## config.mk

```make
export PLATFORM = sky130hd
export DESIGN_NAME = plic_top
export DESIGN_NICKNAME = d
export VERILOG_FILES = /design/src/rtl/plic_pkg.sv /design/src/rtl/plic_gateway.sv /design/src/rtl/plic_selector.sv /design/src/rtl/plic_cfg.sv /design/src/rtl/plic_top.sv
export SDC_FILE = /design/constraint.sdc
export NUM_CORES = 1
export LEC_CHECK = 0
export ABC_AREA = 1
export BUFFER_PORTS_ARGS = -buffer_cell sky130_fd_sc_hd__buf_2
export CORE_UTILIZATION = 55
export CTS_BUF_LIST = sky130_fd_sc_hd__clkbuf_4 sky130_fd_sc_hd__clkbuf_8
export CTS_CLUSTER_DIAMETER = 120
export DETAILED_ROUTE_END_ITERATION = 10
export GPL_TIMING_DRIVEN = 0
export PLACE_DENSITY = 0.76
export SLEW_MARGIN = 10
export SYNTH_ARGS = -nofsm -noshare
export SYNTH_HDL_FRONTEND = slang
export SYNTH_SLANG_ARGS = --single-unit
```

## constraint.sdc

```tcl
create_clock -name clk -period 12.2 [get_ports clk]
set_clock_uncertainty 0.15 [all_clocks]
set_input_delay 2.44 -clock clk [delete_from_list [all_inputs] [get_ports clk]]
set_output_delay 2.44 -clock clk [all_outputs]
set_load 0.02 [all_outputs]
```

## src/rtl/plic_pkg.sv

```systemverilog
package plic_pkg;
  typedef enum logic [1:0] {
    RG_PRIO = 2'd0,
    RG_THR  = 2'd1,
    RG_EN   = 2'd2,
    RG_TRIG = 2'd3
  } cfg_region_e;
endpackage

```

## src/rtl/plic_gateway.sv

```systemverilog
module plic_gateway (
  input  logic clk,
  input  logic rst_n,
  input  logic src,
  input  logic edge_mode,
  input  logic claim,
  input  logic complete,
  output logic pending
);
  logic busy, prev;
  logic req;

  always_comb req = edge_mode ? (src & ~prev) : src;

  always_ff @(posedge clk) begin
    if (!rst_n) begin
      pending <= 1'b0;
      busy    <= 1'b0;
      prev    <= 1'b0;
    end else begin
      prev <= src;
      if (claim) begin
        pending <= 1'b0;
        busy    <= 1'b1;
      end else begin
        if (complete) busy <= 1'b0;
        if (req && !busy) pending <= 1'b1;
      end
    end
  end

  assert_pend_busy_excl_R5: assert property (@(posedge clk) disable iff (!rst_n)
    !(pending && busy));
  assert_hold_busy_R5: assert property (@(posedge clk) disable iff (!rst_n)
    (busy && !complete) |=> busy);
  assert_claim_clears_R4: assert property (@(posedge clk) disable iff (!rst_n)
    claim |=> !pending);
endmodule

```

## src/rtl/plic_selector.sv

```systemverilog
module plic_selector #(
  parameter int NSRC = 10,
  parameter int PW   = 3,
  parameter int ID_W = 4
) (
  input  logic [NSRC:1]         pend,
  input  logic [NSRC:1]         en,
  input  logic [NSRC:1][PW-1:0] prio,
  input  logic [PW-1:0]         thr,
  output logic                  irq,
  output logic [ID_W-1:0]       best_id
);
  logic [NSRC:1] elig;
  logic [PW-1:0] best_p;

  always_comb begin
    for (int s = 1; s <= NSRC; s++)
      elig[s] = pend[s] && en[s] && (prio[s] > thr);
    irq = |elig;
  end

  always_comb begin
    best_id = '0;
    best_p  = '0;
    for (int s = NSRC; s >= 1; s--) begin
      if (elig[s] && prio[s] >= best_p) begin
        best_id = ID_W'(s);
        best_p  = prio[s];
      end
    end
  end

  always_comb begin
    assert_irq_matches_best_R4: assert (irq == (best_id != '0));
  end
endmodule

```

## src/rtl/plic_cfg.sv

```systemverilog
module plic_cfg
  import plic_pkg::*;
#(
  parameter int NSRC = 10,
  parameter int NCTX = 2,
  parameter int PW   = 3,
  parameter int DW   = 32,
  parameter int IXW  = 4
) (
  input  logic                           clk,
  input  logic                           rst_n,
  input  logic                           we,
  input  logic [IXW+1:0]                 addr,
  input  logic [DW-1:0]                  wdata,
  output logic [DW-1:0]                  rdata,
  output logic [NSRC:1][PW-1:0]          prio,
  output logic [NCTX-1:0][PW-1:0]        thr,
  output logic [NCTX-1:0][NSRC:1]        en,
  output logic [NSRC:1]                  edge_mode
);
  cfg_region_e   region;
  logic [IXW-1:0] idx;

  always_comb begin
    region = cfg_region_e'(addr[IXW+1:IXW]);
    idx    = addr[IXW-1:0];
  end

  always_ff @(posedge clk) begin
    if (!rst_n) begin
      prio      <= '0;
      thr       <= '0;
      en        <= '0;
      edge_mode <= '0;
    end else if (we) begin
      case (region)
        RG_PRIO: for (int s = 1; s <= NSRC; s++)
                   if (int'(idx) == s) prio[s] <= wdata[PW-1:0];
        RG_THR:  for (int c = 0; c < NCTX; c++)
                   if (int'(idx) == c) thr[c] <= wdata[PW-1:0];
        RG_EN:   for (int c = 0; c < NCTX; c++)
                   if (int'(idx) == c) en[c] <= wdata[NSRC:1];
        default: edge_mode <= wdata[NSRC:1];
      endcase
    end
  end

  always_comb begin
    rdata = '0;
    case (region)
      RG_PRIO: for (int s = 1; s <= NSRC; s++)
                 if (int'(idx) == s) rdata[PW-1:0] = prio[s];
      RG_THR:  for (int c = 0; c < NCTX; c++)
                 if (int'(idx) == c) rdata[PW-1:0] = thr[c];
      RG_EN:   for (int c = 0; c < NCTX; c++)
                 if (int'(idx) == c) rdata[NSRC:1] = en[c];
      default: rdata[NSRC:1] = edge_mode;
    endcase
  end
endmodule

```

## src/rtl/plic_top.sv

```systemverilog
module plic_top #(
  parameter int NSRC  = 10,
  parameter int NCTX  = 2,
  parameter int PW    = 3,
  parameter int DW    = 32,
  parameter int ID_W  = $clog2(NSRC + 1),
  parameter int CTX_W = (NCTX > 1) ? $clog2(NCTX) : 1,
  parameter int IXW   = (ID_W > CTX_W) ? ID_W : CTX_W
) (
  input  logic                 clk,
  input  logic                 rst_n,
  input  logic                 cfg_we,
  input  logic [IXW+1:0]       cfg_addr,
  input  logic [DW-1:0]        cfg_wdata,
  output logic [DW-1:0]        cfg_rdata,
  input  logic [NSRC:1]        src_irq,
  output logic [NCTX-1:0]      irq,
  input  logic [NCTX-1:0]      claim_valid,
  output logic [NCTX-1:0]      claim_ready,
  output logic [NCTX*ID_W-1:0] claim_id,
  input  logic [NCTX-1:0]      cmp_valid,
  input  logic [NCTX*ID_W-1:0] cmp_id
);
  logic [NSRC:1][PW-1:0]     prio;
  logic [NCTX-1:0][PW-1:0]   thr;
  logic [NCTX-1:0][NSRC:1]   en;
  logic [NSRC:1]             edge_mode;
  logic [NSRC:1]             pend;
  logic [NSRC:1]             claim_hit, cmp_hit;
  logic [NCTX-1:0][ID_W-1:0] best;

  plic_cfg #(.NSRC(NSRC), .NCTX(NCTX), .PW(PW), .DW(DW), .IXW(IXW)) u_cfg (
    .clk(clk), .rst_n(rst_n), .we(cfg_we), .addr(cfg_addr), .wdata(cfg_wdata),
    .rdata(cfg_rdata), .prio(prio), .thr(thr), .en(en), .edge_mode(edge_mode)
  );

  for (genvar s = 1; s <= NSRC; s++) begin : g_gw
    plic_gateway u_gw (
      .clk(clk), .rst_n(rst_n), .src(src_irq[s]), .edge_mode(edge_mode[s]),
      .claim(claim_hit[s]), .complete(cmp_hit[s]), .pending(pend[s])
    );
  end

  for (genvar c = 0; c < NCTX; c++) begin : g_ctx
    plic_selector #(.NSRC(NSRC), .PW(PW), .ID_W(ID_W)) u_sel (
      .pend(pend), .en(en[c]), .prio(prio), .thr(thr[c]),
      .irq(irq[c]), .best_id(best[c])
    );

    always_ff @(posedge clk) begin
      if (!rst_n) claim_id[c*ID_W +: ID_W] <= '0;
      else if (claim_ready[c]) claim_id[c*ID_W +: ID_W] <= best[c];
    end

    assert_ready_needs_valid_R8: assert property (@(posedge clk) disable iff (!rst_n)
      claim_ready[c] |-> claim_valid[c]);
    assert_grant_loads_id_R4: assert property (@(posedge clk) disable iff (!rst_n)
      (claim_ready[c] && !irq[c]) |=> (claim_id[c*ID_W +: ID_W] == '0));
  end

  always_comb begin
    logic taken;
    taken = 1'b0;
    for (int c = 0; c < NCTX; c++) begin
      claim_ready[c] = claim_valid[c] && !taken;
      taken = taken | claim_valid[c];
    end
  end

  always_comb begin
    claim_hit = '0;
    cmp_hit   = '0;
    for (int c = 0; c < NCTX; c++)
      for (int s = 1; s <= NSRC; s++) begin
        if (claim_ready[c] && best[c] == ID_W'(s)) claim_hit[s] = 1'b1;
        if (cmp_valid[c] && cmp_id[c*ID_W +: ID_W] == ID_W'(s) && en[c][s])
          cmp_hit[s] = 1'b1;
      end
  end

  assert_one_grant_R8: assert property (@(posedge clk) disable iff (!rst_n)
    $onehot0(claim_ready));
endmodule

```

=== Yosys cells after proc, flatten, opt, wreduce, memory -nomap -nowiden ===
Cells that the tools add are included.
W data, S select, Z words.

* Order comparisons: 39
* Equality and inequality tests: 52
* Muxes and demuxes: 125
* Bitwise gates (word level): 22
* Reductions and logical operators: 183

{| class="wikitable"
|+ Operators by type and width
! cell !! count
|-
| $logic_and A1 B1 Y1 || 131
|-
| $mux W3 || 30
|-
| $mux W4 || 20
|-
| $eq A4 B4 Y1 const B || 19
|-
| $eq A4 B3 Y1 const B || 18
|-
| $mux W1 || 70
|-
| $gt A3 B3 Y1 || 20
|-
| $ge A3 B3 Y1 || 18
|-
| $reduce_and A3 Y1 || 14
|-
| $eq A4 B2 Y1 const B || 9
|-
| $reduce_or A2 Y1 || 11
|-
| $mux W10 || 2
|-
| $reduce_bool A2 Y1 || 10
|-
| $reduce_or A10 Y1 || 2
|-
| $eq A4 B1 Y1 const B || 4
|-
| $pmux W8 S2 || 1
|-
| $not A1 Y1 || 12
|-
| $logic_not A1 Y1 || 11
|-
| $and A1 B1 Y1 || 10
|-
| $pmux W2 S3 || 1
|-
| $logic_not A4 Y1 || 1
|-
| $ge A3 B1 Y1 const B || 1
|-
| $reduce_or A3 Y1 || 1
|-
| $eq A2 B1 Y1 const B || 1
|-
| 4 further kinds || 4
|}

* Bits in registers: 104
* Bits of input ports: 63
* Logic and storage cells: 468

=== Longest topological paths before layout ===
Gate-level depths: netlist (run 1).

* Word-level depth: 36
* Mapped depth: 89

=== Modules after synthesis ===
A second synthesis (run 1) with hierarchy kept.

* Cell total of the unflattened synthesis: 1,397
* Area total of the unflattened synthesis: 9,241.4 um^2

{| class="wikitable"
|+ By module, submodules not included
! module !! instances !! cells an instance !! area an instance (um^2) !! seq. area each (um^2)
|-
| plic_cfg || 1 || 484 || 3,314.4 || 1,321.3
|-
| plic_selector (g_ctx[1].u_sel) || 1 || 295 || 1,940.6 || 0.0
|-
| plic_selector (g_ctx[0].u_sel) || 1 || 297 || 1,874.3 || 0.0
|-
| plic_gateway || 10 || 14 || 118.9 || 60.1
|-
| plic_top || 1 || 181 || 923.4 || 160.2
|}

=== Worst setup path after synthesis (run 1) ===
No wires, ideal clock.

* Kind: flip-flop to flip-flop
* Start point: register u_cfg.thr[5] in the netlist's numbering
* End point: register g_gw[9].u_gw.pending
* Library setup time: 117 ps
* Arrival time: 9,700 ps
* Required time: 11,933 ps
* Setup slack: 2,233 ps
* Cell stages (with the launch flop): 81
* Period minus slack after synthesis: 9,967 ps
* Cell sequence: dfxtp_1 inv_1 ha_1 nand3_1 nand2_1 inv_2 nand3_1 ha_1 a21oi_1 nand3_2 nand2_4 o21a_1 inv_1 ha_1 o21ai_0 nand3_1 nand2_1 nand2_2 [... 45 more ...] nand2_1 o211ai_1 nand2_1 nand2_1 o21ai_0 ha_1 inv_1 nand2_1 a21oi_1 nor2_1 o21ai_0 nand2_1 inv_1 nand3_2 nor2_2 nand3_1 nand2_1 nor2_1

* Longest elaborated chain between the ends: 35

{| class="wikitable"
|+ RTL lines
! what !! line !! text
|-
| from (decl) || plic_cfg.sv:17 || <nowiki>output logic [NCTX-1:0][PW-1:0] thr,</nowiki>
|-
| $gt A3 B3 Y1 || plic_selector.sv:18 || <nowiki>elig[s] = pend[s] && en[s] && (prio[s] > thr);</nowiki>
|-
| $logic_and A1 B1 Y1 || plic_selector.sv:18 ||
|-
| $logic_and A1 B1 Y1 || plic_selector.sv:26 || <nowiki>if (elig[s] && prio[s] >= best_p) begin</nowiki>
|-
| $mux W3 || plic_selector.sv:26 ||
|-
| $ge A3 B3 Y1 || plic_selector.sv:26 ||
|-
| $logic_and A1 B1 Y1 || plic_selector.sv:26 ||
|-
| $mux W3 || plic_selector.sv:26 ||
|-
| $ge A3 B3 Y1 || plic_selector.sv:26 ||
|-
| [... 19 more ...] || - ||
|-
| $mux W3 || plic_selector.sv:26 ||
|-
| $ge A3 B3 Y1 || plic_selector.sv:26 ||
|-
| $logic_and A1 B1 Y1 || plic_selector.sv:26 ||
|-
| $mux W4 (*) || plic_selector.sv:26 ||
|-
| $eq A4 B4 Y1 (*) || plic_top.sv:75 || <nowiki>if (claim_ready[c] && best[c] == ID_W'(s)) claim_hit[s] = 1'b1;</nowiki>
|-
| $logic_and A1 B1 Y1 (*) || plic_top.sv:75 ||
|-
| $mux W1 (*) || plic_top.sv:75 ||
|-
| $reduce_or A2 Y1 (no line) (*) || - ||
|-
| to (signal assigned) || plic_gateway.sv:17 || <nowiki>pending <= 1'b0;</nowiki>
|-
| to (signal assigned) || plic_gateway.sv:23 || <nowiki>pending <= 1'b0;</nowiki>
|-
| to (signal assigned) || plic_gateway.sv:27 || <nowiki>if (req && !busy) pending <= 1'b1;</nowiki>
|-
| to (decl) || plic_gateway.sv:8 || <nowiki>output logic pending</nowiki>
|}

Every way passes the cells marked *; elsewhere a longest branch is shown, timed or not.
A chain may end at the register's enable or synchronous reset.

=== Final worst setup path (run 1) ===
* Start point: register u_cfg.thr[1] in the netlist's numbering
* End point: register g_gw[10].u_gw.busy

* Longest elaborated chain between the ends: 36

{| class="wikitable"
|+ RTL lines
! what !! line !! text
|-
| $gt A3 B3 Y1 || plic_selector.sv:18 ||
|-
| $logic_and A1 B1 Y1 || plic_selector.sv:18 ||
|-
| $logic_and A1 B1 Y1 || plic_selector.sv:26 ||
|-
| $mux W3 || plic_selector.sv:26 ||
|-
| $ge A3 B3 Y1 || plic_selector.sv:26 ||
|-
| $logic_and A1 B1 Y1 || plic_selector.sv:26 ||
|-
| $mux W3 || plic_selector.sv:26 ||
|-
| $ge A3 B3 Y1 || plic_selector.sv:26 ||
|-
| [... 19 more ...] || - ||
|-
| $mux W3 || plic_selector.sv:26 ||
|-
| $ge A3 B3 Y1 || plic_selector.sv:26 ||
|-
| $logic_and A1 B1 Y1 || plic_selector.sv:26 ||
|-
| $mux W4 (*) || plic_selector.sv:26 ||
|-
| $eq A4 B4 Y1 (*) || plic_top.sv:75 ||
|-
| $logic_and A1 B1 Y1 (*) || plic_top.sv:75 ||
|-
| $mux W1 (*) (2 in a row) || plic_top.sv:75 ||
|-
| $mux W1 / $reduce_bool A2 Y1 (equally long branches) || - ||
|-
| to (signal assigned) || plic_gateway.sv:18 || <nowiki>busy <= 1'b0;</nowiki>
|-
| to (signal assigned) || plic_gateway.sv:24 || <nowiki>busy <= 1'b1;</nowiki>
|-
| to (signal assigned) || plic_gateway.sv:26 || <nowiki>if (complete) busy <= 1'b0;</nowiki>
|-
| to (decl) || plic_gateway.sv:10 || <nowiki>logic busy, prev;</nowiki>
|}

Marked as above.

==> results of run 1 <==
[layer usage]
| layer | global-route usage (%) | vias up | wire (um) |
|---|---|---|---|
| met5 | 0 | - | 0 |
| met4 | 15.6 | 0 | 1200 |
| met3 | 3.89 | 79 | 2320 |
| met2 | 53.7 | 453 | 11700 |
| met1 | 43.7 | 3936 | 11100 |
| li1 | - | 4352 | - |
[worst register-to-register path, delay by kind of cell (launching register included)]
kind            cells  cell delay (ns)
compound gates     22             3.00
fa+ha+maj          10             3.09
buf+inv            15             1.36
flops               1             0.37
simple gates       34             3.22
[repair_timing]
action                     CTS  global route
setup endpoints to repair    0            27
resized for setup            0            14
setup buffers                0            19
[per-stage QoR]
step / std cells / cell area [sq um] / util [%]
6_report: 1539 / 9360 / 63.7
5_1_grt: 1539 / 9360 / 63.7
4_1_cts: 1520 / 9190 / 62.5
3_5_place_dp: 1504 / 8990 / 61.2
3_3_place_gp: 1504 / 8990 / 61.2
2_1_floorplan: 1257 / 8450 / -
[sequential cells by signal (all words and copies together), names as in the netlist]
name,count
u_cfg.edge_mode,10
g_gw.u_gw.pending,10
u_cfg.thr,6
u_cfg.en,20
claim_id,8
g_gw.u_gw.prev,10
u_cfg.prio,30
g_gw.u_gw.busy,10
[kinds of logic (layout without fill, tap and decap cells)]
group           Yosys count  count (layout)  share of synthesized area, %
other cells               1              21                        0.0448
buf+inv                 223             321                          11.3
flops                   104             104                          24.9
compound gates          281             281                          19.3
fa+ha+maj                92              92                          13.7
simple gates            536             536                          30.7
[power breakdown]
part / internal [mW] / switching, mW / leakage, nW / total, mW
Combinational: 0.0272 / 0.0555 / 3.71 / 0.0828
Clock: 0.0851 / 0.140 / 0.0977 / 0.225
Sequential: 0.347 / 0.00632 / 0.848 / 0.354
[path summary, 6_finish.rpt]
check,slack (ns),end,depth (start not counted),startpoint
worst max register to register,1.01,g_gw[10].u_gw.busy$_SDFFE_PN0P_,81,u_cfg.thr[1]$_SDFFE_PN0P_
worst min register to register,0.32,claim_id[7]$_SDFFE_PN0P_,2,claim_id[7]$_SDFFE_PN0P_
worst max-delay path,1.01,g_gw[10].u_gw.busy$_SDFFE_PN0P_,81,u_cfg.thr[1]$_SDFFE_PN0P_
worst min-delay path,0.32,claim_id[7]$_SDFFE_PN0P_,2,claim_id[7]$_SDFFE_PN0P_
[placed cells by master, fill, tap and decap left out, types with 4 or more instances in the layout]
master / n
nand2_2: 32
nand2_1: 204
o21a_1: 5
nor2_2: 5
ha_1: 92
nand2_4: 5
o21ai_0: 121
a21oi_1: 79
a211oi_1: 15
a31oi_1: 6
clkinvlp_4: 5
o22ai_1: 9
nor2_4: 4
nand3_4: 5
nand3b_1: 4
buf_4: 44
o21ai_1: 7
a22o_1: 9
o211ai_1: 6
clkbuf_8: 10
inv_1: 163
and2_1: 4
o2111ai_1: 4
conb_1: 21
nand4_1: 15
nor2_1: 134
nor3_1: 6
nand3_1: 94
buf_2: 64
clkbuf_1: 17
inv_2: 7
dfxtp_1: 102
a311oi_1: 7
nand3_2: 15
[area by class of cell]
type,instances,share of cell area (%)
Multi-Input combinational cell,930,58.0
Sequential cell,104,22.3
Inverter,177,7.26
Timing Repair Buffer,82,4.89
Buffer,46,3.02
Tap cell,184,2.46
Clock buffer,10,1.47
Clock inverter,6,0.602
==> impl_metrics.env, run 1 <==
export IMPL_critPathMaxFanout=10
export IMPL_hold_worst_slack_ns=0.321
export IMPL_die_y_um=125
export IMPL_dp_slack_ns=0.448
export IMPL_ys_types=50
export IMPL_clkSlewWorstSetupHoldPaths_ns=0.11
export IMPL_layout_drive_gt1_share_pct=15.6
export IMPL_setup_viol=0
export IMPL_n_antenna_cell=0
export IMPL_place_gp_congestion=0.982
export IMPL_cts_buffer_depth=2
export IMPL_grt_pass1_vias=7668
export IMPL_initial_core_util_pct=57.0
export IMPL_ys_top_cells_by_count="nand2_1 (205), inv_1 (168), nor2_1 (134), o21ai_0 (125), dfxtp_1 (104)"
export IMPL_port_buffers=63
export IMPL_die_w_um=125
export IMPL_hold_violations=0
export IMPL_worst_slew_pin_slew_ns=0.825
export IMPL_fp_dieArea_sq_um=15700
export IMPL_drt_iter0_drc=870
export IMPL_grt_usage_pct=33.0
export IMPL_ir_drop_mv=0.0711
export IMPL_cts_buffers_inserted=9
export IMPL_synth_seq_cells=104
export IMPL_grt_max_degree=20
export IMPL_start_kind="register"
export IMPL_cts_sinks=104
export IMPL_postLayoutSetupSlackWorst_ns=1.01
export IMPL_power_density_nw_per_um2=70.7
export IMPL_dpl_hpwl_um=20400
export IMPL_fin_crit_ns=11.19
export IMPL_overflow=0
export IMPL_path_buf_inv=15
export IMPL_drc_errors=3
export IMPL_nNetsFinal=1505
export IMPL_yosysWarnings=0
export IMPL_io_pins=107
export IMPL_seqCellArea_sq_um=2090
export IMPL_num_vias=8820
export IMPL_antenna_found_initial=0
export IMPL_rows=44
export IMPL_fmaxAchievable_ghz=0.0894
export IMPL_relSlewSlack_pct=44.5
export IMPL_cts_tree="built"
export IMPL_clock_root_buffer="clkbuf_8"
export IMPL_path_class="register to register"
export IMPL_htreeDepth=3
export IMPL_ant_nets=0
export IMPL_routed_via_density=5.73
export IMPL_crit_top_cell="nand2_1"
export IMPL_critPathMaxStageDelay_ns=0.37
export IMPL_wl_per_cell_um=17.1
export IMPL_synth_most_common_cell="nand2_1"
export IMPL_status="finished, violations left"
export IMPL_worstSkewPairLatency_ns=0.40
export IMPL_max_cap_viol_count=0
export IMPL_ys_seq_area_share_pct=24.9
export IMPL_holdBufCountCts=0
export IMPL_cpMaxStageDelayCell="dfxtp_1"
export IMPL_synthCells=1237
export IMPL_wl_um=26300
export IMPL_syn_area_per_cell_sq_um=6.77
export IMPL_critPathCaptureType="register"
export IMPL_yosysTopAreaCell="dfxtp_1"
export IMPL_setup_tns_ns=0
export IMPL_cp_data_arrival_time_ns=11.39
export IMPL_fin_crit_sh_pct=91.7
export IMPL_ys_top_cells_by_area="dfxtp_1 (25%), ha_1 (14%), nand2_1 (9.2%), inv_1 (7.5%), o21ai_0 (7.5%)"
export IMPL_synth_edf_count=0
export IMPL_power_leakage_nw=4.65
export IMPL_async_reset_ff_share_pct=0
export IMPL_power_mw=0.662
export IMPL_synth_ff_type="dfxtp_1"
export IMPL_synth_top_area_share_pct=24.9
export IMPL_hp_class="register to register"
export IMPL_cp_required_ns=12.40
export IMPL_dr_pass1_iters=11
export IMPL_fillers=1413
export IMPL_synth_area_sq_um=8370
export IMPL_areaGrowthSynthToFinish_pct=11.7
export IMPL_core_area_sq_um=14700
export IMPL_grt_pass1_wl_um=40200
export IMPL_critPathTopFamily="simple AND/OR/NAND/NOR gates"
export IMPL_violations="DRC"
export IMPL_multiInputGateArea_sq_um=5430
export IMPL_slew_violations=0
Note: power is estimated with default switching activity, not from simulation.
==> run 2: changes to the inputs <==
--- a/config.mk
+++ b/config.mk
@@ -5,10 +5,10 @@
 export SDC_FILE = /design/constraint.sdc
 export NUM_CORES = 1
 export LEC_CHECK = 0
-export ABC_AREA = 1
 export BUFFER_PORTS_ARGS = -buffer_cell sky130_fd_sc_hd__buf_2
+export CAP_MARGIN = 0
 export CORE_UTILIZATION = 55
-export CTS_BUF_LIST = sky130_fd_sc_hd__clkbuf_4 sky130_fd_sc_hd__clkbuf_8
+export CTS_BUF_LIST = sky130_fd_sc_hd__clkbuf_8 sky130_fd_sc_hd__clkbuf_16
 export CTS_CLUSTER_DIAMETER = 120
 export DETAILED_ROUTE_END_ITERATION = 10
 export GPL_TIMING_DRIVEN = 0
==> run 2 against run 1 <==
Against the previous run:
- the run ends with setup timing left
- synthesized cell count shrank 9.6%
- clock power grew 26%
- clock-buffer cell count is the same
==> impl_metrics.env, run 2 <==
export IMPL_regToRegSetupSlack_ns=-1.16
export IMPL_pwr_share_clk_pct=39.7
export IMPL_fmaxAchievable_ghz=0.0748
export IMPL_max_cap_viol_count=0
export IMPL_muxShareOfSynthArea_pct=7.53
export IMPL_worst_slew_pin_slew_ns=1.09
export IMPL_holdBufCountCts=0
export IMPL_synth_seq_cells=104
export IMPL_dr_pass1_iters=6
export IMPL_cpMaxStageDelayCell="or4b_4"
export IMPL_start_kind="register"
export IMPL_largest_register_ffs=30
export IMPL_rr_startpoint="u_cfg.thr[5]$_SDFFE_PN0P_"
export IMPL_grt_max_degree=19
export IMPL_ys_top_cells_by_area="dfxtp_1 (24%), ha_1 (13%), nand2_1 (5.3%), mux2i_1 (4.7%), a21oi_1 (4.5%)"
export IMPL_final_core_util_pct=76.0
export IMPL_io_pins=107
export IMPL_fin_crit_ns=13.36
export IMPL_ant_nets=0
export IMPL_synth_top_area_share_pct=23.8
export IMPL_hp_class="register to register"
export IMPL_violations="setup timing"
export IMPL_reg2reg_to="g_gw[10].u_gw.busy$_SDFFE_PN0P_"
export IMPL_p_int_mw=0.519
export IMPL_synth_area_sq_um=8730
export IMPL_num_vias=10100
export IMPL_status="finished, violations left"
export IMPL_synth_fa_ha_area_share_pct=13.5
export IMPL_layout_drive_gt1_share_pct=31.5
export IMPL_rsz0062_at_grt="true"
export IMPL_synth_compound_area_share_pct=23.9
export IMPL_ys_seq_area_share_pct=23.8
export IMPL_hold_end="claim_id[3]$_SDFFE_PN0P_"
export IMPL_design_area_sq_um=11700
export IMPL_fp_dieArea_sq_um=16400
export IMPL_ir_drop_mv=0.105
export IMPL_async_reset_ff_share_pct=0
export IMPL_dp_slack_ns=-2.40
export IMPL_layout_common_cells="buf_4 (133), nand2_1 (116), dfxtp_1 (95), nor2_1 (80), ha_1 (73)"
export IMPL_wl_met3_um=3660
export IMPL_clock_root_buffer="clkbuf_16"
export IMPL_cts_buffer_depth=2
export IMPL_setup_viol=28
export IMPL_power_leakage_nw=4.68
export IMPL_cts_tree="built"
export IMPL_hold_worst_slack_ns=0.327
export IMPL_dpl_hpwl_um=23300
export IMPL_worstSkewPairLatency_ns=0.35
export IMPL_final_common_cell="buf_4"
export IMPL_largestRegisters="u_cfg.prio (30), u_cfg.en (20)"
export IMPL_n_antenna_cell=0
export IMPL_post_dp_cell_area_sq_um=9890
export IMPL_die_y_um=128
export IMPL_hold_violations=0
export IMPL_hold_path_startpoint="claim_id[3]$_SDFFE_PN0P_"
export IMPL_place_gp_congestion=0.945
export IMPL_p_comb_share_pct=11.4
export IMPL_antenna_found_initial=2
export IMPL_routed_via_density=6.53
export IMPL_nNetsFinal=1479
export IMPL_cts_buffers_inserted=9
export IMPL_critPathMaxStageDelay_ns=0.56
export IMPL_wl_per_cell_um=22.5
export IMPL_ys_top_cells_by_count="nand2_1 (123), dfxtp_1 (104), ha_1 (92), nor2_1 (88), a21oi_1 (79)"
export IMPL_initial_core_util_pct=56.8
export IMPL_htreeDepth=3
export IMPL_synthCells=1118
export IMPL_fin_crit_sh_pct=110
export IMPL_core_area_sq_um=15400
export IMPL_cp_data_arrival_time_ns=13.51
export IMPL_power_density_nw_per_um2=61.3
export IMPL_critPathCaptureType="register"
export IMPL_synth_xor_area_share_pct=0
export IMPL_areaGrowthSynthToFinish_pct=33.8
export IMPL_cp_required_ns=12.35
export IMPL_p_sw_share_pct=27.5
export IMPL_seqPwrFrac_pct=48.9
export IMPL_synth_simple_gate_area_share_pct=24.4
export IMPL_die_w_um=128
export IMPL_synth_top_family_by_area="simple AND/OR/NAND/NOR gates"
export IMPL_ys_types=89
export IMPL_slew_violations=0
export IMPL_postLayoutSetupSlackWorst_ns=-1.16
export IMPL_whs_path_depth=2
export IMPL_synth_most_common_cell="nand2_1"
export IMPL_p_sw_mw=0.197
export IMPL_synth_ff_type="dfxtp_1"
export IMPL_synth_edf_count=0
export IMPL_relSlewSlack_pct=26.4
export IMPL_clkSlewWorstSetupHoldPaths_ns=0.07
export IMPL_path_class="register to register"
export IMPL_grt_pass1_wl_um=51300
export IMPL_grt_usage_pct=41.0
export IMPL_m1WireLength_um=13300
export IMPL_dr_max_layer_used="met5"
export IMPL_drc_errors=0
export IMPL_cts_sinks=104
export IMPL_yosysWarnings=0
export IMPL_wl_met2_um=15200
export IMPL_rows=45
export IMPL_fillers=1122
export IMPL_critPathMaxFanout=5
export IMPL_crit_top_cell="buf_4"
export IMPL_yosysTopAreaCell="dfxtp_1"
export IMPL_top_register="u_cfg.prio"
export IMPL_overflow=0
export IMPL_port_buffers=59
export IMPL_r2r_cells=77
export IMPL_syn_area_per_cell_sq_um=7.81
export IMPL_wl_um=34600
export IMPL_drt_iter0_drc=1152
export IMPL_grt_pass1_vias=9336
==> run 2: power by group through the flow <==
stage                     clock, mW  combinational [mW]  sequential, mW
after floorplan                   0              0.0466           0.357
after global placement            0              0.0700           0.359
after detailed placement          0              0.0712           0.359
after CTS                     0.282              0.0760           0.350
after global routing          0.297              0.0865           0.350
final                         0.284              0.0812           0.350
==> run 2: stage by stage <==
step                      cells  power [mW]  setup TNS (ns)
after detailed placement   1408       0.430          -51.68
after floorplan            1138       0.403           -4.47
after CTS                  1526       0.708          -11.26
final                      1540       0.716          -24.29
after global routing       1540       0.734          -36.01
after global placement     1408       0.429          -46.42
==> run 2: routing by layer <==
| metal | vias to the layer above | track usage (%) |
|---|---|---|
| met4 | 2 | 26.4 |
| met1 | 4656 | 52.0 |
| met2 | 737 | 64.5 |
| met3 | 187 | 6.84 |
| met5 | - | 0 |
| li1 | 4481 | - |
==> run 2: cell type report <==
class	instances	area, sq um	share of cell area (%)
plain buffers	68	358	3.06
clock buffers	10	239	2.05
clock inverters	6	48.8	0.418
inverters	60	258	2.21
multi-input cells	904	7180	61.5
flip-flops and latches	104	2110	18.1
well taps	211	264	2.26
repair buffers	177	1220	10.4
==> run 2: cells by family (layout without fill, tap and decap cells) <==
| kind of cell | count (synthesis) | after routing |
|---|---|---|
| flops | 104 | 104 |
| mux | 60 | 60 |
| other cells | 1 | 21 |
| simple gates | 425 | 425 |
| compound gates | 303 | 303 |
| buf+inv | 130 | 321 |
| fa+ha+maj | 95 | 95 |
==> run 2: how the worst max path moves through the flow <==
stage                               from                              end  slack, ns  depth (start not counted)
2_1_floorplan  u_cfg.thr[5]$_SDFFE_PN0P_   g_gw[8].u_gw.busy$_SDFFE_PN0P_      -0.51                         70
3_3_place_gp   u_cfg.thr[3]$_SDFFE_PN0P_  g_gw[10].u_gw.busy$_SDFFE_PN0P_      -2.19                         68
3_5_place_dp   u_cfg.thr[3]$_SDFFE_PN0P_  g_gw[10].u_gw.busy$_SDFFE_PN0P_      -2.40                         68
4_1_cts        u_cfg.thr[5]$_SDFFE_PN0P_  g_gw[10].u_gw.busy$_SDFFE_PN0P_      -0.63                         70
5_1_grt        u_cfg.thr[5]$_SDFFE_PN0P_  g_gw[10].u_gw.busy$_SDFFE_PN0P_      -1.58                         71
6_report       u_cfg.thr[5]$_SDFFE_PN0P_  g_gw[10].u_gw.busy$_SDFFE_PN0P_      -1.16                         77
==> run 2: critical path: cells and delay by family, from the launching register on <==
kind / cells / cell delay [ns]
AO/OA/AOI/OAI: 19 / 3.16
flip-flops: 1 / 0.38
buffers and inverters: 23 / 2.79
AND/OR/NAND/NOR: 22 / 3.18
multiplexers: 3 / 1.04
adder cells (fa/ha/maj): 10 / 2.61
==> run 2: what timing repair did <==
item                                    4_1_cts  5_1_grt
setup buffers                               107       20
endpoints found under the setup margin       28       28
gates resized for setup                     101       32
pin swaps                                    91       40
==> run 3: changes to the inputs <==
--- a/config.mk
+++ b/config.mk
@@ -7,12 +7,13 @@
 export LEC_CHECK = 0
 export BUFFER_PORTS_ARGS = -buffer_cell sky130_fd_sc_hd__buf_2
 export CAP_MARGIN = 0
-export CORE_UTILIZATION = 55
+export CORE_UTILIZATION = 60
 export CTS_BUF_LIST = sky130_fd_sc_hd__clkbuf_8 sky130_fd_sc_hd__clkbuf_16
 export CTS_CLUSTER_DIAMETER = 120
 export DETAILED_ROUTE_END_ITERATION = 10
 export GPL_TIMING_DRIVEN = 0
-export PLACE_DENSITY = 0.76
+export PLACE_DENSITY = 0.82
+export RECOVER_POWER = 50
 export SLEW_MARGIN = 10
 export SYNTH_ARGS = -nofsm -noshare
 export SYNTH_HDL_FRONTEND = slang
==> run 3 against run 2 <==
Against the previous run:
- the flow still finishes with violations (setup timing)
- combinational power is essentially flat
- sequential power is essentially flat
- cell count shrank 2.8%
- critical path depth shrank 8
- utilization grew 6.1 points
- largest power group unchanged
==> impl_metrics.env, run 3 (synthesized netlist as in run 2, its figures left out) <==
export IMPL_grt_max_degree=19
export IMPL_fillers=909
export IMPL_power_leakage_nw=4.60
export IMPL_cts_buffers_inserted=9
export IMPL_htreeDepth=3
export IMPL_cpMaxStageDelayCell="or4b_4"
export IMPL_largest_register_ffs=30
export IMPL_place_gp_congestion=1.02
export IMPL_p_sw_mw=0.199
export IMPL_num_vias=10400
export IMPL_dpl_hpwl_um=22700
export IMPL_drc_errors=0
export IMPL_wl_um=35900
export IMPL_critPathMaxStageDelay_ns=0.62
export IMPL_layout_common_cells="buf_4 (120), nand2_1 (115), dfxtp_1 (95), nor2_1 (80), ha_1 (70)"
export IMPL_routed_via_density=6.92
export IMPL_start_kind="register"
export IMPL_hold_violations=0
export IMPL_core_area_sq_um=14000
export IMPL_fmaxAchievable_ghz=0.0734
export IMPL_status="finished, violations left"
export IMPL_die_y_um=123
export IMPL_cts_buffer_depth=2
export IMPL_cp_required_ns=12.35
export IMPL_cp_data_arrival_time_ns=13.77
export IMPL_rows=43
export IMPL_nNetsFinal=1467
export IMPL_violations="setup timing"
export IMPL_grt_usage_pct=44.5
export IMPL_drt_iter0_drc=1445
export IMPL_wl_per_cell_um=24.0
export IMPL_p_comb_share_pct=11.4
export IMPL_ir_drop_mv=0.103
export IMPL_hold_worst_slack_ns=0.323
export IMPL_p_int_mw=0.512
export IMPL_pwr_share_clk_pct=39.4
export IMPL_design_area_sq_um=11500
export IMPL_io_pins=107
export IMPL_rsz0062_at_grt="true"
export IMPL_worstSkewPairLatency_ns=0.35
export IMPL_slew_violations=0
export IMPL_setup_viol=28
export IMPL_overflow=0
export IMPL_grt_pass1_vias=9378
export IMPL_seqPwrFrac_pct=49.2
export IMPL_crit_top_cell="ha_4"
export IMPL_relSlewSlack_pct=2.83
export IMPL_antenna_found_initial=0
export IMPL_max_cap_viol_count=0
export IMPL_worst_slew_pin_slew_ns=1.45
export IMPL_port_buffers=59
export IMPL_areaGrowthSynthToFinish_pct=31.9
export IMPL_p_sw_share_pct=28.0
export IMPL_largestRegisters="u_cfg.prio (30), u_cfg.en (20)"
export IMPL_path_class="register to register"
export IMPL_cts_tree="built"
export IMPL_final_common_cell="buf_4"
export IMPL_power_density_nw_per_um2=61.7
export IMPL_dr_pass1_iters=6
export IMPL_clock_root_buffer="clkbuf_16"
export IMPL_fin_crit_sh_pct=112
export IMPL_post_dp_cell_area_sq_um=9850
export IMPL_layout_drive_gt1_share_pct=30.1
export IMPL_cts_sinks=104
export IMPL_critPathCaptureType="register"
export IMPL_die_w_um=123
export IMPL_fin_crit_ns=13.62
export IMPL_top_register="u_cfg.prio"
export IMPL_postLayoutSetupSlackWorst_ns=-1.42
export IMPL_clkSlewWorstSetupHoldPaths_ns=0.07
export IMPL_n_antenna_cell=0
export IMPL_grt_pass1_wl_um=50100
export IMPL_initial_core_util_pct=62.2
export IMPL_ant_nets=0
export IMPL_fp_dieArea_sq_um=15000
export IMPL_critPathMaxFanout=4
export IMPL_hp_class="register to register"
==> run 3: area by class of cell <==
class	count	area (sq um)	share of cell area (%)
buffer	69	369	3.20
timing repair buffer	164	1110	9.63
clock buffer	9	225	1.95
multi-input combinational	904	7170	62.2
inverter	60	258	2.24
sequential	104	2110	18.3
tap	180	225	1.95
clock inverter	7	55.1	0.478
==> run 3: power groups by stage <==
stage	Combinational [mW]	Clock (mW)	Sequential (mW)
final	0.0809	0.280	0.350
after global routing	0.0856	0.288	0.350
after CTS	0.0750	0.277	0.349
after detailed placement	0.0719	0	0.359
after global placement	0.0708	0	0.359
after floorplan	0.0466	0	0.357
==> run 3: worst max-delay path, delay by kind of cell (launching register included) <==
kind	cells	cell delay, ns
compound gates	24	4.39
simple gates	26	3.79
fa+ha+maj	12	3.04
mux	5	1.70
flops	1	0.38
buf+inv	2	0.11
==> run 3: path summary, 6_finish.rpt <==
path                            depth (start not counted)  slack [ns]                        endpoint                        from
worst min-delay path                                    2        0.32      u_cfg.prio[0]$_SDFFE_PN0P_  u_cfg.prio[0]$_SDFFE_PN0P_
worst max-delay path                                   69       -1.42  g_gw[8].u_gw.busy$_SDFFE_PN0P_   u_cfg.thr[5]$_SDFFE_PN0P_
worst min register to register                          2        0.32      u_cfg.prio[0]$_SDFFE_PN0P_  u_cfg.prio[0]$_SDFFE_PN0P_
worst max register to register                         69       -1.42  g_gw[8].u_gw.busy$_SDFFE_PN0P_   u_cfg.thr[5]$_SDFFE_PN0P_
==> run 3: through the flow <==
step           power, mW  util, %  instances  TNS, ns  worst slack (ns)
2_1_floorplan      0.403        -       1138    -4.47            -0.513
3_3_place_gp       0.429     70.1       1377   -42.47             -2.12
3_5_place_dp       0.431     70.1       1377   -48.17             -2.28
4_1_cts            0.701     79.6       1474    -9.57            -0.676
5_1_grt            0.724     82.1       1497   -38.34             -1.71
6_report           0.711     82.1       1497   -30.15             -1.42
==> run 3: what timing repair did <==
action,4_1_cts,5_1_grt
hold endpoints to repair,0,0
setup buffers,88,25
gates resized for setup,96,36
endpoints found under the setup margin,28,28
hold buffers,0,0
pin swaps,82,47
==> run 3: per-layer routing <==
layer  track usage, %  up-vias  routed length [um]
met4             29.0        0                3040
met2             72.2      862               15400
met1             53.6     4768               12900
met3             8.60      277                4510
li1                 -     4458                   -
met5                0        -                   0
